`src/rtl/pkt_hdr_pkg.sv`:
```
package pkt_hdr_pkg;
  localparam int WORD_W = 32;
  localparam int NB     = WORD_W / 8;
  localparam int IDX_W  = $clog2(NB);

  // positions inside the packed control slice {w[22:21], w[19:15]}
  localparam int C_CONT   = 0;
  localparam int C_RSTART = 1;
  localparam int C_IE     = 2;
  localparam int C_TEN    = 3;
  localparam int C_RD     = 4;
  localparam int C_NACKOK = 5;
  localparam int C_HS     = 6;

  typedef enum logic [1:0] {
    END_STOP   = 2'd0,
    END_RSTART = 2'd1,
    END_CONT   = 2'd2
  } end_act_e;

  typedef enum logic [2:0] {
    S_HDR0, S_HDR1, S_HDR2, S_ISSUE, S_XFER, S_DRAIN, S_WAIT
  } dec_st_e;

  typedef struct packed {
    logic [9:0] addr;
    logic       ten;
    logic       rd;
    logic       hs;
    logic       nack_ok;
    logic       ie;
    end_act_e   act;
  } xfer_cmd_t;
endpackage

```
`src/rtl/hdr_field_decode.sv`:
```
module hdr_field_decode
  import pkt_hdr_pkg::*;
(
  input  logic [6:0] ctl_i,
  input  logic [9:0] adr_i,
  output xfer_cmd_t  cmd_o
);
  always_comb begin
    cmd_o.ten     = ctl_i[C_TEN];
    cmd_o.rd      = ctl_i[C_RD];
    cmd_o.hs      = ctl_i[C_HS];
    cmd_o.nack_ok = ctl_i[C_NACKOK];
    cmd_o.ie      = ctl_i[C_IE];
    cmd_o.addr    = ctl_i[C_TEN] ? adr_i : {3'b000, adr_i[7:1]};
    if (ctl_i[C_RSTART])    cmd_o.act = END_RSTART;
    else if (ctl_i[C_CONT]) cmd_o.act = END_CONT;
    else                    cmd_o.act = END_STOP;
  end
endmodule

```
`src/rtl/wr_unpack.sv`:
```
module wr_unpack
  import pkt_hdr_pkg::*;
(
  input  logic              clk,
  input  logic              rst_n,
  input  logic              load_i,
  input  logic [WORD_W-1:0] word_i,
  input  logic              take_i,
  input  logic              last_i,
  input  logic              flush_i,
  output logic              full_o,
  output logic [7:0]        byte_o
);
  logic [WORD_W-1:0] hold_q;
  logic [IDX_W-1:0]  idx_q;

  always_ff @(posedge clk) begin
    if (!rst_n) begin
      full_o <= 1'b0;
      idx_q  <= '0;
      hold_q <= '0;
    end else if (flush_i) begin
      full_o <= 1'b0;
      idx_q  <= '0;
    end else if (load_i) begin
      hold_q <= word_i;
      idx_q  <= '0;
      full_o <= 1'b1;
    end else if (take_i) begin
      if (idx_q == IDX_W'(NB - 1) || last_i) begin
        full_o <= 1'b0;
        idx_q  <= '0;
      end else begin
        idx_q <= idx_q + 1'b1;
      end
    end
  end

  assign byte_o = hold_q[idx_q*8 +: 8];

  AST_LOAD_EMPTY: assert property (@(posedge clk) disable iff (!rst_n)
    load_i |-> !full_o);
endmodule

```
`src/rtl/rd_pack.sv`:
```
module rd_pack
  import pkt_hdr_pkg::*;
(
  input  logic              clk,
  input  logic              rst_n,
  input  logic              take_i,
  input  logic [7:0]        byte_i,
  input  logic              last_i,
  input  logic              flush_i,
  input  logic              out_ready_i,
  output logic              can_take_o,
  output logic              out_valid_o,
  output logic [WORD_W-1:0] word_o
);
  logic [WORD_W-1:0] acc_q, merged;
  logic [IDX_W-1:0]  idx_q;

  always_comb begin
    merged = acc_q;
    merged[idx_q*8 +: 8] = byte_i;
  end

  assign can_take_o = !out_valid_o;

  always_ff @(posedge clk) begin
    if (!rst_n) begin
      acc_q       <= '0;
      idx_q       <= '0;
      out_valid_o <= 1'b0;
      word_o      <= '0;
    end else if (flush_i) begin
      acc_q       <= '0;
      idx_q       <= '0;
      out_valid_o <= 1'b0;
    end else begin
      if (out_valid_o && out_ready_i) out_valid_o <= 1'b0;
      if (take_i) begin
        if (idx_q == IDX_W'(NB - 1) || last_i) begin
          word_o      <= merged;
          out_valid_o <= 1'b1;
          acc_q       <= '0;
          idx_q       <= '0;
        end else begin
          acc_q <= merged;
          idx_q <= idx_q + 1'b1;
        end
      end
    end
  end

  AST_RX_HOLD: assert property (@(posedge clk) disable iff (!rst_n)
    out_valid_o && !out_ready_i |=> $stable(word_o));
endmodule

```
`src/rtl/pkt_hdr_decoder.sv`:
```
module pkt_hdr_decoder
  import pkt_hdr_pkg::*;
#(
  parameter int LEN_W = 12
) (
  input  logic              clk,
  input  logic              rst_n,
  input  logic              tx_valid,
  output logic              tx_ready,
  input  logic [WORD_W-1:0] tx_data,
  output logic              cmd_valid,
  input  logic              cmd_ready,
  output logic [9:0]        cmd_addr,
  output logic              cmd_ten_bit,
  output logic              cmd_read,
  output logic              cmd_hs,
  output logic              cmd_nack_ok,
  output logic [1:0]        cmd_end,
  output logic [LEN_W-1:0]  cmd_len,
  output logic              wb_valid,
  input  logic              wb_ready,
  output logic [7:0]        wb_data,
  input  logic              rb_valid,
  output logic              rb_ready,
  input  logic [7:0]        rb_data,
  output logic              rx_valid,
  input  logic              rx_ready,
  output logic [WORD_W-1:0] rx_data,
  input  logic              eng_done,
  input  logic              eng_nack,
  input  logic              eng_arb,
  output logic              pkt_done,
  output logic              err_nack,
  output logic              err_arb
);
  localparam int CNT_W = LEN_W + 1;

  dec_st_e          st;
  xfer_cmd_t        cmd_q, cmd_d;
  logic [LEN_W-1:0] len_q;
  logic [CNT_W-1:0] brem;
  logic [LEN_W-1:0] wrem;
  logic             done_seen, busy, pop, err_stop;
  logic             up_full, pk_can, take_w, take_r, last_b, flush;

  hdr_field_decode u_dec (
    .ctl_i ({tx_data[22:21], tx_data[19:15]}),
    .adr_i (tx_data[9:0]),
    .cmd_o (cmd_d)
  );

  assign busy     = (st == S_XFER) || (st == S_DRAIN) || (st == S_WAIT);
  assign err_stop = eng_arb || (eng_nack && !cmd_q.nack_ok);
  assign last_b   = (brem == CNT_W'(1));
  assign flush    = (st == S_XFER) && err_stop;

  always_comb begin
    unique case (st)
      S_HDR0, S_HDR1, S_HDR2: tx_ready = 1'b1;
      S_XFER:  tx_ready = !cmd_q.rd && !up_full && (wrem != '0);
      S_DRAIN: tx_ready = (wrem != '0);
      default: tx_ready = 1'b0;
    endcase
  end
  assign pop = tx_valid && tx_ready;

  assign wb_valid = (st == S_XFER) && up_full;
  assign take_w   = wb_valid && wb_ready;
  assign rb_ready = (st == S_XFER) && cmd_q.rd && pk_can && (brem != '0);
  assign take_r   = rb_valid && rb_ready;

  wr_unpack u_unpack (
    .clk     (clk),
    .rst_n   (rst_n),
    .load_i  (pop && (st == S_XFER)),
    .word_i  (tx_data),
    .take_i  (take_w),
    .last_i  (last_b),
    .flush_i (flush),
    .full_o  (up_full),
    .byte_o  (wb_data)
  );

  rd_pack u_pack (
    .clk         (clk),
    .rst_n       (rst_n),
    .take_i      (take_r),
    .byte_i      (rb_data),
    .last_i      (last_b),
    .flush_i     (flush),
    .out_ready_i (rx_ready),
    .can_take_o  (pk_can),
    .out_valid_o (rx_valid),
    .word_o      (rx_data)
  );

  assign cmd_valid   = (st == S_ISSUE);
  assign cmd_addr    = cmd_q.addr;
  assign cmd_ten_bit = cmd_q.ten;
  assign cmd_read    = cmd_q.rd;
  assign cmd_hs      = cmd_q.hs;
  assign cmd_nack_ok = cmd_q.nack_ok;
  assign cmd_end     = cmd_q.act;
  assign cmd_len     = len_q;

  always_ff @(posedge clk) begin
    if (!rst_n) begin
      st        <= S_HDR0;
      cmd_q     <= '0;
      len_q     <= '0;
      brem      <= '0;
      wrem      <= '0;
      done_seen <= 1'b0;
      pkt_done  <= 1'b0;
      err_nack  <= 1'b0;
      err_arb   <= 1'b0;
    end else begin
      pkt_done <= 1'b0;
      err_nack <= busy && eng_nack;
      err_arb  <= busy && eng_arb;
      if (busy && eng_done) done_seen <= 1'b1;
      if (pop && (st == S_XFER || st == S_DRAIN)) wrem <= wrem - 1'b1;
      if (take_w || take_r) brem <= brem - 1'b1;
      unique case (st)
        S_HDR0: if (pop) st <= S_HDR1;
        S_HDR1: if (pop) begin
          len_q <= tx_data[LEN_W-1:0];
          st    <= S_HDR2;
        end
        S_HDR2: if (pop) begin
          cmd_q     <= cmd_d;
          done_seen <= 1'b0;
          st        <= S_ISSUE;
        end
        S_ISSUE: if (cmd_ready) begin
          brem <= {1'b0, len_q} + CNT_W'(1);
          wrem <= cmd_q.rd ? '0 : (len_q >> IDX_W) + LEN_W'(1);
          st   <= S_XFER;
        end
        S_XFER: begin
          if (err_stop) st <= S_DRAIN;
          else if (brem == '0 && !rx_valid && !up_full) st <= S_WAIT;
        end
        S_DRAIN: if (wrem == '0) st <= S_WAIT;
        S_WAIT: if (done_seen || eng_done) begin
          pkt_done <= cmd_q.ie;
          st       <= S_HDR0;
        end
        default: st <= S_HDR0;
      endcase
    end
  end

  AST_CMD_HOLD: assert property (@(posedge clk) disable iff (!rst_n)
    cmd_valid && !cmd_ready |=> cmd_valid && $stable(cmd_len) && $stable(cmd_end));
  AST_WB_HOLD: assert property (@(posedge clk) disable iff (!rst_n)
    wb_valid && !wb_ready && !eng_nack && !eng_arb |=> wb_valid && $stable(wb_data));
  AST_DONE_PULSE: assert property (@(posedge clk) disable iff (!rst_n)
    pkt_done |=> !pkt_done);
  AST_NO_BYTES_IN_DRAIN: assert property (@(posedge clk) disable iff (!rst_n)
    $past(st == S_DRAIN) && st == S_DRAIN |-> !rx_valid);
endmodule

```
`config.mk`:
```
export PLATFORM = sky130hd
export DESIGN_NAME = pkt_hdr_decoder
export DESIGN_NICKNAME = d
export VERILOG_FILES = /design/src/rtl/pkt_hdr_pkg.sv /design/src/rtl/hdr_field_decode.sv /design/src/rtl/wr_unpack.sv /design/src/rtl/rd_pack.sv /design/src/rtl/pkt_hdr_decoder.sv
export SDC_FILE = /design/constraint.sdc
export NUM_CORES = 1
export LEC_CHECK = 0
export ABC_AREA = 1
export ABC_CLOCK_PERIOD_IN_PS = 4300
export BUFFER_PORTS_ARGS = -buffer_cell sky130_fd_sc_hd__clkbuf_2
export CAP_MARGIN = 15
export CORE_MARGIN = 2
export CORE_UTILIZATION = 32
export CTS_CLUSTER_SIZE = 14
export DETAILED_ROUTE_END_ITERATION = 8
export SYNTH_ARGS = -nofsm -noshare
export SYNTH_HDL_FRONTEND = slang
export SYNTH_SLANG_ARGS = --single-unit
```
`constraint.sdc`:
```
create_clock -name clk -period 4.3 [get_ports clk]
set_input_delay 0.86 -clock clk [delete_from_list [all_inputs] [get_ports clk]]
set_output_delay 0.86 -clock clk [all_outputs]
set_load 0.01 [all_outputs]
```
==> reports/summary.log <==
[run_status] outcome finished clean
[timing] highest attainable clock frequency 351.1 MHz
[floorplan] std cell rows 57
[clock_tree] clock net sink count 163
[routing] vias post-DR 7452
[clock_tree] CTS root buf sky130_fd_sc_hd__clkbuf_16
[hold_path] Hold Path End u_pack.acc_q[1]
[worst_setup_path] data required time of the worst path 4.66 ns
[final_layout] antenna cell count 0
[routing] number of remaining DRC errors 0
[worst_setup_path] Worst R2R Start st[2]
[routing] total wire length 22750 um
[place] gp weighted congestion 0.8570
[routing] number of detailed-routing iterations run before antenna repair 4
[yosys] Syn. warnings 0
[hold_path] WHS Path Cells 2
[worst_setup_path] critical path launch point type flop
[global_routing] global-route wire length before repair 36270 um
[yosys] synthesized instance count 1116
[power] total leakage power 4.020 nW
[yosys] count of flip-flops with a built-in enable after synthesis 0
[timing] final worst path period share 66.24%
[yosys] sequential element share of the synthesized area 41.51%
[global_routing] met2 layer usage reported by global route 26.45%
[clock_tree] CTS Hold Buffers Added 0
[power] clock power share 35.5%
[power] power density normalized to cell area 474.3 nW/um^2
[global_routing] Overflow after GRT 0
[floorplan] horizontal die dimension 160.7 um
[flow_run] count of max-cap constraint violations 0
[global_routing] initial antenna violation count 0
[routing] number of DRC markers in iteration 0 518
[timing] count of pins over their slew limit 0
[global_routing] most crowded layer after global routing met2
[clock_tree] H-tree depth 4
[timing] clock period minus worst slack 2.848 ns
[routing] mean number of vias per cell 4.852
[yosys] share of the synthesized area in the top cell type 41.51%
[yosys] Top FF cell, synth sky130_fd_sc_hd__dfxtp_1
[floorplan] vertical extent of the die 160.7 um
[yosys] average footprint of a synthesized cell 7.044 um^2
[hold_path] type of the worst min-delay path flop to flop
[place] post-detailed-placement half-perimeter wirelength 16260 um
[final_layout] layout overhead on the synthesized area 16.87%
[yosys] top cells by area in the synthesized netlist sky130_fd_sc_hd__dfxtp_1 (42%), sky130_fd_sc_hd__nor2_1 (8.4%), sky130_fd_sc_hd__nand2_1 (7.7%)
[worst_setup_path] crit-path max FO 59
[yosys] biggest area consumer among synthesized cells sky130_fd_sc_hd__dfxtp_1
[power] worst supply voltage drop on vdd 0.0002691 V
[place] Port-buffer cells 125
[yosys] Yosys cell types 37
[clock_tree] TritonCTS Buffers 17
[timing] tightest slew margin relative to the limit 46.20%
[worst_setup_path] critical path arrival 3.21 ns
[yosys] FFs w/ async S/R, synth 0%
[place] Post-Place Setup Slack 1.440 ns
[yosys] most instantiated cells after synthesis sky130_fd_sc_hd__nor2_1 (176), sky130_fd_sc_hd__dfxtp_1 (163), sky130_fd_sc_hd__nand2_1 (162)
[yosys] netlist area before placement 7861 um^2
[timing] worst-case hold slack 0.4595 ns
[global_routing] largest net degree at the start of global routing 60
[power] net switching fraction of the power 33.18%
[floorplan] total I/O pin count 126
[timing] final total negative setup slack 0 ns
[power] Net Sw Power 0.001446 W
[clock_tree] clock-pin slew on the worst setup and hold paths 0.07 ns
[global_routing] GRT Resource Usage Total 17.40%
[power] internal power component 0.002912 W
[yosys] post-synth net total 1179
[worst_setup_path] Setup Crit Path Kind flop to flop
[yosys] count of state elements after synthesis 163
[timing] # setup viols final 0
[yosys] most common cell in the netlist sky130_fd_sc_hd__nor2_1
[worst_setup_path] number of cells on the worst reg-to-reg path 12
[timing] worst setup slack after layout 1.452 ns
[clock_tree] CTS-repair resized insts 0
[clock_tree] Post-CTS Setup Repair Bufs 0
[timing] slew at the pin with the worst max-slew slack 0.8047 ns
[floorplan] placeable core region 24250 um^2
[global_routing] GR Util met1 24.62%
[routing] average wire per standard cell 14.81 um
[worst_setup_path] reg2reg setup slack 1.45 ns
[power] logic gate share of total power 23.8%
[floorplan] Die Area 25840 um^2
[global_routing] global-route track usage on met3 3.951%
[clock_tree] TritonCTS clock tree built
[worst_setup_path] endpoint of the worst register-to-register path u_pack.word_o[19]
[power] Seq pwr share 40.7%
[clock_tree] clock latency of the later-clocked register in the worst-skew pair 0.43 ns
[timing] setup clock skew after layout 0.01212 ns
[routing] final antenna-violating net count 0
[clock_tree] clock tree buffer depth 2
[final_layout] share of layout cells above drive strength 1 14.85%
[timing] number of endpoints with negative hold slack in the final report 0
[final_layout] layout net count 1265
[floorplan] effective utilization at floorplan 32.42%
[hold_path] hold path startpoint u_pack.acc_q[1]
[worst_setup_path] worst setup path startpoint st[2]
[timing] unrepaired setup endpoints after global routing no
[worst_setup_path] CP endpoint kind flop
[global_routing] number of global-route vias before repair 6897
[cells in the final DEF, fill, tap and decap left out, drive strengths merged, types with 29 or more instances in the layout]
master	Yosys	routed
a21oi	82	82
nand3	59	59
nand2	165	165
clkbuf	30	142
nor2	180	180
inv	135	137
o22ai	35	35
a211oi	29	29
dfxtp	163	163
o21ai	111	111
[worst max path at each step]
| stage | cells past startpoint | slack (ns) | to |
|---|---|---|---|
| 2_1_floorplan | 9 | 2.15 | u_pack.acc_q[18] |
| 3_3_place_gp | 12 | 1.44 | u_pack.word_o[3] |
| 3_5_place_dp | 12 | 1.44 | u_pack.word_o[17] |
| 4_1_cts | 12 | 1.42 | u_pack.word_o[17] |
| 5_1_grt | 11 | 1.12 | brem[2] |
| 6_report | 12 | 1.45 | u_pack.word_o[19] |
[state kept, by name (all words and copies together), names as in the netlist, 2 cells and up]
signal	flops
cmd_len	12
cmd_end	2
st	3
wrem	12
u_unpack.idx_q	2
u_pack.acc_q	32
brem	13
u_pack.word_o	32
cmd_addr	10
u_unpack.hold_q	32
u_pack.idx_q	2
[cell type report]
cell class	count	area (um^2)
Inverter	136	510.5
Timing Repair Buffer	135	700.7
Clock buffer	17	425.4
Sequential cell	163	3263
Clock inverter	12	158.9
Multi-Input combinational cell	749	3724
Fill cell	2588	15060
Tap cell	324	405.4
[critical path, stage by stage, from the launching register on]
cell	delay (ns)
sky130_fd_sc_hd__dfxtp_1	0.45
sky130_fd_sc_hd__inv_2	0.12
sky130_fd_sc_hd__nor2_4	0.17
sky130_fd_sc_hd__nand2_4	0.09
sky130_fd_sc_hd__nor3_2	0.21
sky130_fd_sc_hd__nand3_2	0.09
sky130_fd_sc_hd__buf_4	0.30
sky130_fd_sc_hd__inv_2	0.23
sky130_fd_sc_hd__nand2_2	0.12
sky130_fd_sc_hd__nor2_4	0.33
sky130_fd_sc_hd__buf_4	0.36
sky130_fd_sc_hd__o21ai_0	0.12
sky130_fd_sc_hd__a21oi_1	0.15
[per-layer routing]
metal	up-vias	share of wire, %
met2	182	44
li1	3841	-
met1	3410	49
met4	0	1.4
met5	-	0
met3	19	5.6
[stage by stage]
step           instance area, um^2  utilization [%]  cells  power [W]
2_1_floorplan                 7861                -   1116   0.002553
3_3_place_gp                  8603            35.48   1507   0.002824
3_5_place_dp                  8603            35.48   1507   0.002835
4_1_cts                       9188            37.89   1536   0.004386
5_1_grt                       9188            37.89   1536   0.004607
6_report                      9188            37.89   1536   0.004358
[cell families after synthesis]
family / synth area share, %
buffers and inverters: 11.13
AO/OA/AOI/OAI: 19.91
flip-flops: 41.51
XOR/XNOR: 2.340
AND/OR/NAND/NOR: 23.05
adder cells (fa/ha/maj): 2.069
[power groups by stage]
stage	registers (W)	logic (W)	clock network, W
after detailed placement	0.00180	0.00103	0
after global routing	0.00179	0.00118	0.00164
final	0.00177	0.00104	0.00155
after CTS	0.00177	0.00104	0.00158
after global placement	0.00180	0.00102	0
after floorplan	0.00178	0.000773	0
No activity file was read; power rests on OpenSTA's default activity.
